===== src/rtl/lcd_tmg_pkg.sv =====
// Shared types and helpers for the raster timing generator.
package lcd_tmg_pkg;

  // Phase codes; the numeric order is also the order of traversal.
  typedef enum logic [1:0] {
    PH_SYNC  = 2'd0,
    PH_BACK  = 2'd1,
    PH_ACT   = 2'd2,
    PH_FRONT = 2'd3
  } phase_e;

  function automatic int wmax(input int a, input int b);
    return (a > b) ? a : b;
  endfunction

endpackage


===== src/rtl/lcd_tmg_cfg.sv =====
// Shadow register for the timing fields: it captures only when load is high.
module lcd_tmg_cfg #(
  parameter int W = 66
) (
  input  logic         clk,
  input  logic         rst_n,
  input  logic         load,
  input  logic [W-1:0] d,
  output logic [W-1:0] q
);

  logic [W-1:0] q_d;

  always_comb begin
    q_d = q;
    if (load) q_d = d;
  end

  always_ff @(posedge clk or negedge rst_n) begin
    if (!rst_n)    q <= '0;
    else if (load) q <= q_d;
  end

  // Fields must not move while a frame is running.
  p_shadow_hold_r12: assert property (@(posedge clk) disable iff (!rst_n)
    !load |=> $stable(q));

endmodule


===== src/rtl/lcd_tmg_axis.sv =====
// One raster axis: a four-phase sequencer with a count inside each phase.
module lcd_tmg_axis
  import lcd_tmg_pkg::*;
#(
  parameter int CNT_W = 11
) (
  input  logic             clk,
  input  logic             rst_n,
  input  logic             clr,
  input  logic             step,
  input  logic [CNT_W-1:0] len_sync,
  input  logic [CNT_W-1:0] len_back,
  input  logic [CNT_W-1:0] len_act,
  input  logic [CNT_W-1:0] len_front,
  output phase_e           phase,
  output logic [CNT_W-1:0] cnt,
  output logic             last
);

  phase_e           phase_d;
  logic [CNT_W-1:0] cnt_d;
  logic [CNT_W-1:0] cur_len;
  logic             at_end;
  logic             upd;

  always_comb begin
    unique case (phase)
      PH_SYNC:  cur_len = len_sync;
      PH_BACK:  cur_len = len_back;
      PH_ACT:   cur_len = len_act;
      default:  cur_len = len_front;
    endcase
  end

  assign at_end = (cnt == cur_len);
  assign last   = (phase == PH_FRONT) && at_end;
  assign upd    = clr || step;

  always_comb begin
    phase_d = phase;
    cnt_d   = cnt;
    if (clr) begin
      phase_d = PH_SYNC;
      cnt_d   = '0;
    end else if (step) begin
      if (at_end) begin
        phase_d = phase_e'(2'(phase + 2'd1));
        cnt_d   = '0;
      end else begin
        cnt_d   = cnt + 1'b1;
      end
    end
  end

  always_ff @(posedge clk or negedge rst_n) begin
    if (!rst_n) begin
      phase <= PH_SYNC;
      cnt   <= '0;
    end else if (upd) begin
      phase <= phase_d;
      cnt   <= cnt_d;
    end
  end

  logic [1:0] ph_bits;
  assign ph_bits = phase;

  // The count never passes the length of the phase it is in.
  p_cnt_bound_r3: assert property (@(posedge clk) disable iff (!rst_n)
    cnt <= cur_len);

  // The phase only ever moves one step forward.
  p_phase_step_r6: assert property (@(posedge clk) disable iff (!rst_n)
    (step && !clr) |=> (ph_bits == $past(ph_bits)) ||
                       (ph_bits == 2'($past(ph_bits) + 2'd1)));

  // Without a step or a clear, the axis holds its state.
  p_axis_hold_r2: assert property (@(posedge clk) disable iff (!rst_n)
    (!step && !clr) |=> $stable(cnt) && $stable(ph_bits));

endmodule


===== src/rtl/lcd_tmg_out.sv =====
// Output stage: it registers the decoded raster signals and status, and applies the invert bits at the pins.
module lcd_tmg_out
  import lcd_tmg_pkg::*;
#(
  parameter int DATA_W = 16,
  parameter int LCNT_W = 10,
  parameter int VC_W   = 10
) (
  input  logic              clk,
  input  logic              rst_n,
  input  logic              run,
  input  phase_e            h_phase,
  input  phase_e            v_phase,
  input  logic [VC_W-1:0]   v_cnt,
  input  logic              h_first,
  input  logic              lend_en,
  input  logic              inv_hsync,
  input  logic              inv_vsync,
  input  logic              inv_de,
  input  logic              inv_lend,
  input  logic              inv_data,
  input  logic              clk_fall_sel,
  input  logic [DATA_W-1:0] pix_in,
  output logic              hsync,
  output logic              vsync,
  output logic              de,
  output logic              lend,
  output logic [DATA_W-1:0] pix_out,
  output logic              pclk_fall,
  output logic [1:0]        h_stat,
  output logic [1:0]        v_stat,
  output logic [LCNT_W-1:0] line_cnt
);

  logic              hs_d, vs_d, de_d, le_d, fall_d;
  logic              hs_q, vs_q, de_q, le_q, fall_q;
  logic [DATA_W-1:0] pix_d, pix_q;
  phase_e            hst_d, vst_d, hst_q, vst_q;
  logic [LCNT_W-1:0] lcnt_d, lcnt_q;

  always_comb begin
    hs_d   = run && (h_phase == PH_SYNC);
    vs_d   = run && (v_phase == PH_SYNC);
    de_d   = run && (h_phase == PH_ACT) && (v_phase == PH_ACT);
    le_d   = run && lend_en && (h_phase == PH_FRONT) && h_first;
    pix_d  = de_d ? pix_in : '0;
    hst_d  = run ? h_phase : PH_SYNC;
    vst_d  = run ? v_phase : PH_SYNC;
    lcnt_d = (run && (v_phase == PH_ACT)) ? v_cnt[LCNT_W-1:0] : '0;
    fall_d = clk_fall_sel;
  end

  always_ff @(posedge clk or negedge rst_n) begin
    if (!rst_n) begin
      hs_q   <= 1'b0;
      vs_q   <= 1'b0;
      de_q   <= 1'b0;
      le_q   <= 1'b0;
      pix_q  <= '0;
      hst_q  <= PH_SYNC;
      vst_q  <= PH_SYNC;
      lcnt_q <= '0;
      fall_q <= 1'b0;
    end else begin
      hs_q   <= hs_d;
      vs_q   <= vs_d;
      de_q   <= de_d;
      le_q   <= le_d;
      pix_q  <= pix_d;
      hst_q  <= hst_d;
      vst_q  <= vst_d;
      lcnt_q <= lcnt_d;
      fall_q <= fall_d;
    end
  end

  assign hsync     = hs_q ^ inv_hsync;
  assign vsync     = vs_q ^ inv_vsync;
  assign de        = de_q ^ inv_de;
  assign lend      = le_q ^ inv_lend;
  assign pix_out   = pix_q ^ {DATA_W{inv_data}};
  assign pclk_fall = fall_q;
  assign h_stat    = hst_q;
  assign v_stat    = vst_q;
  assign line_cnt  = lcnt_q;

  // When video is off, every raster signal goes quiet one clock later.
  p_idle_quiet_r1: assert property (@(posedge clk) disable iff (!rst_n)
    !run |=> !hs_q && !vs_q && !de_q && !le_q);

  // The line-end marker is a single-clock pulse.
  p_lend_single_r8: assert property (@(posedge clk) disable iff (!rst_n)
    le_q |=> !le_q);

  // Data enable appears only inside both active windows.
  p_de_window_r5: assert property (@(posedge clk) disable iff (!rst_n)
    de_q |-> (hst_q == PH_ACT) && (vst_q == PH_ACT));

  // The line index is zero outside the vertical active window.
  p_line_idx_r7: assert property (@(posedge clk) disable iff (!rst_n)
    (vst_q != PH_ACT) |-> (lcnt_q == '0));

endmodule


===== src/rtl/lcd_tmg_gen.sv =====
// Top level of the raster timing generator.
module lcd_tmg_gen
  import lcd_tmg_pkg::*;
#(
  parameter int HSW_W  = 8,
  parameter int HBP_W  = 7,
  parameter int HACT_W = 11,
  parameter int HFP_W  = 8,
  parameter int VSW_W  = 6,
  parameter int VBP_W  = 8,
  parameter int VACT_W = 10,
  parameter int VFP_W  = 8,
  parameter int DATA_W = 16
) (
  input  logic              clk,
  input  logic              rst_n,
  input  logic              video_en,
  input  logic [HSW_W-1:0]  cfg_hsw,
  input  logic [HBP_W-1:0]  cfg_hbp,
  input  logic [HACT_W-1:0] cfg_hact,
  input  logic [HFP_W-1:0]  cfg_hfp,
  input  logic [VSW_W-1:0]  cfg_vsw,
  input  logic [VBP_W-1:0]  cfg_vbp,
  input  logic [VACT_W-1:0] cfg_vact,
  input  logic [VFP_W-1:0]  cfg_vfp,
  input  logic              inv_hsync,
  input  logic              inv_vsync,
  input  logic              inv_de,
  input  logic              inv_lend,
  input  logic              inv_data,
  input  logic              lend_en,
  input  logic              clk_fall_sel,
  input  logic [DATA_W-1:0] pix_in,
  output logic              hsync,
  output logic              vsync,
  output logic              de,
  output logic              lend,
  output logic [DATA_W-1:0] pix_out,
  output logic              pclk_fall,
  output logic [1:0]        h_stat,
  output logic [1:0]        v_stat,
  output logic [VACT_W-1:0] line_cnt
);

  localparam int H_CNT_W = wmax(wmax(HSW_W, HBP_W), wmax(HACT_W, HFP_W));
  localparam int V_CNT_W = wmax(wmax(VSW_W, VBP_W), wmax(VACT_W, VFP_W));
  localparam int CFG_W   = HSW_W + HBP_W + HACT_W + HFP_W +
                           VSW_W + VBP_W + VACT_W + VFP_W;

  // Run flag: video_en retimed; the counters advance only while it is set.
  logic run_q, run_d;
  always_comb run_d = video_en;
  always_ff @(posedge clk or negedge rst_n) begin
    if (!rst_n) run_q <= 1'b0;
    else        run_q <= run_d;
  end

  // Shadowed timing fields.
  logic [CFG_W-1:0]  cfg_d, cfg_q;
  logic [HSW_W-1:0]  sh_hsw;
  logic [HBP_W-1:0]  sh_hbp;
  logic [HACT_W-1:0] sh_hact;
  logic [HFP_W-1:0]  sh_hfp;
  logic [VSW_W-1:0]  sh_vsw;
  logic [VBP_W-1:0]  sh_vbp;
  logic [VACT_W-1:0] sh_vact;
  logic [VFP_W-1:0]  sh_vfp;
  logic              cfg_load;

  assign cfg_d = {cfg_hsw, cfg_hbp, cfg_hact, cfg_hfp,
                  cfg_vsw, cfg_vbp, cfg_vact, cfg_vfp};
  assign {sh_hsw, sh_hbp, sh_hact, sh_hfp,
          sh_vsw, sh_vbp, sh_vact, sh_vfp} = cfg_q;

  // Axis state.
  phase_e               h_phase, v_phase;
  logic [H_CNT_W-1:0]   h_cnt;
  logic [V_CNT_W-1:0]   v_cnt;
  logic                 h_last, v_last;
  logic                 axis_clr, h_step, v_step, frame_end;

  assign axis_clr  = !video_en;
  assign h_step    = run_q;
  assign v_step    = run_q && h_last;
  assign frame_end = run_q && h_last && v_last;
  assign cfg_load  = !run_q || frame_end;

  lcd_tmg_cfg #(.W(CFG_W)) u_cfg (
    .clk   (clk),
    .rst_n (rst_n),
    .load  (cfg_load),
    .d     (cfg_d),
    .q     (cfg_q)
  );

  lcd_tmg_axis #(.CNT_W(H_CNT_W)) u_h_axis (
    .clk       (clk),
    .rst_n     (rst_n),
    .clr       (axis_clr),
    .step      (h_step),
    .len_sync  (H_CNT_W'(sh_hsw)),
    .len_back  (H_CNT_W'(sh_hbp)),
    .len_act   (H_CNT_W'(sh_hact)),
    .len_front (H_CNT_W'(sh_hfp)),
    .phase     (h_phase),
    .cnt       (h_cnt),
    .last      (h_last)
  );

  lcd_tmg_axis #(.CNT_W(V_CNT_W)) u_v_axis (
    .clk       (clk),
    .rst_n     (rst_n),
    .clr       (axis_clr),
    .step      (v_step),
    .len_sync  (V_CNT_W'(sh_vsw)),
    .len_back  (V_CNT_W'(sh_vbp)),
    .len_act   (V_CNT_W'(sh_vact)),
    .len_front (V_CNT_W'(sh_vfp)),
    .phase     (v_phase),
    .cnt       (v_cnt),
    .last      (v_last)
  );

  logic h_first;
  assign h_first = (h_cnt == '0);

  lcd_tmg_out #(
    .DATA_W (DATA_W),
    .LCNT_W (VACT_W),
    .VC_W   (V_CNT_W)
  ) u_out (
    .clk          (clk),
    .rst_n        (rst_n),
    .run          (run_q),
    .h_phase      (h_phase),
    .v_phase      (v_phase),
    .v_cnt        (v_cnt),
    .h_first      (h_first),
    .lend_en      (lend_en),
    .inv_hsync    (inv_hsync),
    .inv_vsync    (inv_vsync),
    .inv_de       (inv_de),
    .inv_lend     (inv_lend),
    .inv_data     (inv_data),
    .clk_fall_sel (clk_fall_sel),
    .pix_in       (pix_in),
    .hsync        (hsync),
    .vsync        (vsync),
    .de           (de),
    .lend         (lend),
    .pix_out      (pix_out),
    .pclk_fall    (pclk_fall),
    .h_stat       (h_stat),
    .v_stat       (v_stat),
    .line_cnt     (line_cnt)
  );

  // The vertical axis wraps only together with the horizontal axis.
  p_frame_wrap_r4: assert property (@(posedge clk) disable iff (!rst_n)
    (run_q && v_last && !h_last && video_en) |=> (v_phase == PH_FRONT));

endmodule


===== config.mk =====
export PLATFORM = sky130hd
export DESIGN_NAME = lcd_tmg_gen
export DESIGN_NICKNAME = d
export VERILOG_FILES = /design/src/rtl/lcd_tmg_pkg.sv /design/src/rtl/lcd_tmg_cfg.sv /design/src/rtl/lcd_tmg_axis.sv /design/src/rtl/lcd_tmg_out.sv /design/src/rtl/lcd_tmg_gen.sv
export SDC_FILE = /design/constraint.sdc
export NUM_CORES = 1
export LEC_CHECK = 0
export BUFFER_PORTS_ARGS = -buffer_cell sky130_fd_sc_hd__buf_4
export CAP_MARGIN = 10
export CORE_MARGIN = 3
export CORE_UTILIZATION = 61
export CTS_BUF_LIST = sky130_fd_sc_hd__clkbuf_4 sky130_fd_sc_hd__clkbuf_8
export DETAILED_ROUTE_END_ITERATION = 10
export PLACE_DENSITY = 0.88
export SLEW_MARGIN = 0
export SYNTH_ARGS = -nofsm -noshare
export SYNTH_HDL_FRONTEND = slang
export SYNTH_SLANG_ARGS = --single-unit

===== constraint.sdc =====
create_clock -name clk -period 9 [get_ports clk]
set_clock_uncertainty 0.2 [all_clocks]
set_input_delay 0 -clock clk [delete_from_list [all_inputs] [get_ports clk]]
set_output_delay 0 -clock clk [all_outputs]
set_load 0.005 [all_outputs]

==> impl_metrics.ini <==
[outcome]
status = completed

[drt]
via_per_inst = 5.85
drt_wl_total_um = 17600
route.vias.total = 4903
wl_per_cell_um = 21.1
ant_nets = 0
drc_errors = 0
detailedRoute.firstIterationViolations = 476
first_pass_iters = 7

[logic_synthesis]
syn_area_mm2 = 0.00598
yosys_warnings = 0
syn_avg_cell_area_um2 = 12.4
synthDistinctLibCells = 49
ys_async_sr_fraction_pct = 100
synth-main-ff-cell = dfrtp_1
synth-edff-count = 0
postSynthCellCount = 482
synth_seq_area_share_pct = 53.2
syn-num-nets = 586
synth.ff_latch_count = 127

[clock_network]
numCtsBuffers = 17
clkTransAtPathRegs_ns = 0.08
cts.sinks = 127
cts_tree = built
clk_latency_ns = 0.45
cts_buffer_depth = 2
cts_resized = 0
clock-root-buffer = clkbuf_8
htree_levels = 4

[sta]
hold_viol_final = 0
fin_crit_sh_pct = 49.9
rsz0062_at_grt = false
max_freq_mhz = 223
finalSetupViolations = 0
setup_ws_ns = 4.51
worst_pin_slew_ns = 1.05
slew_headroom_pct = 30.3
fin_crit_ns = 4.49
timing.hold.ws_ns = 0.0684
slew_viol_final = 0
finalSetupTns_ns = 0

[die]
ioPinCount = 127
core_area_mm2 = 0.00937
fp.dieH_um = 105
start_util_pct = 63.8
fp.dieW_um = 105
die_area_mm2 = 0.0110
rows = 35

[worst_setup_path]
critical_path_class = flop to flop
cp.arrival_ns = 4.62
r2r_slack_ns = 4.51
required_ns = 9.13
worstPathMaxFanout = 66
setup.worst_path.start_class = flop
critPathCaptureType = flop

[global_routing]
grt_pass1_vias = 5202
grt_pass1_wl_um = 28400
grt_use_total_pct = 33.4
grt-ovfl-total = 0
grt_max_degree = 88
grt_antenna_before_repair = 1

[power]
irDropWorstVdd_v = 0.000121
combPwrFrac_pct = 12.6
p_int_mw = 1.01
switching_share_pct = 25.3
power_mw = 1.35
power.switching_mw = 0.342
powerDensity_mw_per_mm2 = 163
leakagePower_nw = 3.95
p_seq_share_pct = 46.3
pwr-share-clk_pct = 41.1

[placed_design]
numPortBuffers = 126
place_congestion = 0.915
place_hpwl_um = 8880
pre_cts_ws_ns = 4.76

[finish]
area_growth_pct = 38.6
drive_gt1_share_pct = 27.3
fillers = 412
nNetsFinal = 799
final_core_util_pct = 88.4

[job]
maxCapViolCount = 0

[min_path]
worstHoldPathType = input pin to output port
## cell usage after synthesis (2+ instances only)
cell type	number	share of area, %
nor2_1	11	0.69
o31ai_1	4	0.50
buf_2	5	0.42
and2_1	20	2.1
nand2_1	14	0.88
xnor2_1	13	1.9
a32oi_1	2	0.29
a211oi_1	6	0.75
mux2_2	26	4.9
mux2_1	40	7.5
a22oi_1	3	0.38
clkbuf_1	10	0.63
buf_4	2	0.25
nor4_4	2	0.71
a222oi_1	13	2.2
buf_6	2	0.38
a21oi_1	4	0.33
ha_1	12	2.5
and3_1	25	2.6
nand3_1	11	0.92
nand4_1	4	0.42
buf_8	4	1.0
dfrtp_1	127	53
nand2b_1	7	0.73
xor2_1	34	5.0
nor2b_1	2	0.21
inv_1	24	1.5
mux2i_1	14	2.3
nor3_1	5	0.42
o21ai_0	17	1.4
## per-stage QoR
step | instances | cell area [um^2]
final | 838 | 8290
after global routing | 838 | 8290
after CTS | 837 | 8280
after detailed placement | 716 | 6940
after global placement | 716 | 6940
after floorplan | 482 | 5980
## cell usage in the layout, fill, tap and decap left out, types with 2 or more instances in the layout
master | netlist | routed
bufinv_16 | 0 | 4
and3_1 | 25 | 25
nor2_1 | 11 | 11
clkbuf_8 | 0 | 18
a222oi_1 | 13 | 13
mux2_1 | 40 | 40
a211oi_1 | 6 | 6
ha_1 | 12 | 12
inv_1 | 24 | 24
clkinv_2 | 0 | 2
a32oi_1 | 2 | 2
o31ai_1 | 4 | 4
xor2_1 | 34 | 34
nor2b_1 | 2 | 2
nand2_1 | 14 | 14
a21oi_1 | 4 | 4
nand4_1 | 4 | 4
a22oi_1 | 3 | 3
and2_1 | 20 | 20
nor3_1 | 5 | 5
buf_4 | 2 | 128
dlygate4sd3_1 | 0 | 88
dfrtp_1 | 127 | 127
nand3_1 | 11 | 11
mux2_2 | 26 | 26
nand2b_1 | 7 | 7
clkinvlp_4 | 0 | 3
mux2i_1 | 14 | 14
clkinv_4 | 0 | 3
o21ai_0 | 17 | 17
xnor2_1 | 13 | 13
nor4_4 | 2 | 2
## critical path: stages (launching register included)
cell	delay, ns
dfrtp_1	0.44
inv_1	0.13
ha_1	0.63
nor2b_1	0.33
nand4_1	0.15
a311o_1	0.42
nor4_4	0.40
nand2_2	0.22
o31ai_4	0.27
buf_4	0.72
mux2_2	0.43
## cells by family after synthesis
kind of cell,synth area share (%)
DFF,53.2
and+or+nand+nor,11.1
muxes,14.8
AOI/OAI and AO/OA,7.35
xor gates and xnor gates,6.89
buffers and inverters,4.19
adders and majority gates,2.51
## final cells by class
class                      instances  area (um^2)  share of cell area, %
antenna                            1         2.50                 0.0302
multi-input combinational        308         2550                   30.8
timing repair buffer             217         1860                   22.5
clock buffer                      19          255                   3.08
sequential                       127         3180                   38.4
tap                              129          161                   1.95
inverter                          24         90.1                   1.09
clock inverter                    13          188                   2.27
## registers in the layout (all words and copies together) (netlist names), 2 cells and up
signal,cells
u_v_axis.phase,2
u_h_axis.cnt,11
u_out.h_stat,2
u_cfg.q,66
u_out.line_cnt,10
u_h_axis.phase,2
u_out.pix_q,16
u_v_axis.cnt,10
u_out.v_stat,2
## repair_timing
action	CTS	global route
hold endpoints to repair	148	0
buffers inserted	0	0
hold buffers	89	0
## per-layer routing
| layer | vias to the layer above | wire (um) | global-route usage (%) |
|---|---|---|---|
| met4 | 0 | 696 | 16.6 |
| met2 | 326 | 8870 | 55.8 |
| met1 | 2375 | 6640 | 41.1 |
| met5 | - | 0 | 0 |
| met3 | 72 | 1450 | 7.10 |
| li1 | 2130 | - | - |
## final timing paths
| kind | endpoint | depth (start not counted) | from |
|---|---|---|---|
| worst max-delay path | u_cfg.q[21] | 10 | u_v_axis.phase[0] |
| worst min-delay path | vsync | 3 | inv_vsync |
| worst min register to register | u_cfg.q[43] | 1 | u_cfg.q[43] |
| max in group asynchronous | u_h_axis.phase[1] | 4 | rst_n |
| worst max register to register | u_cfg.q[21] | 10 | u_v_axis.phase[0] |
| min in group asynchronous | u_out.pix_q[1] | 4 | rst_n |
## power by group through the flow
stage	clock, mW	combinational (mW)	sequential, mW
after floorplan	0	0.0703	0.625
after global placement	0	0.122	0.630
after detailed placement	0	0.127	0.632
after CTS	0.546	0.161	0.622
after global routing	0.586	0.183	0.629
final	0.557	0.170	0.627
Note: power is estimated with default switching activity, not from simulation.
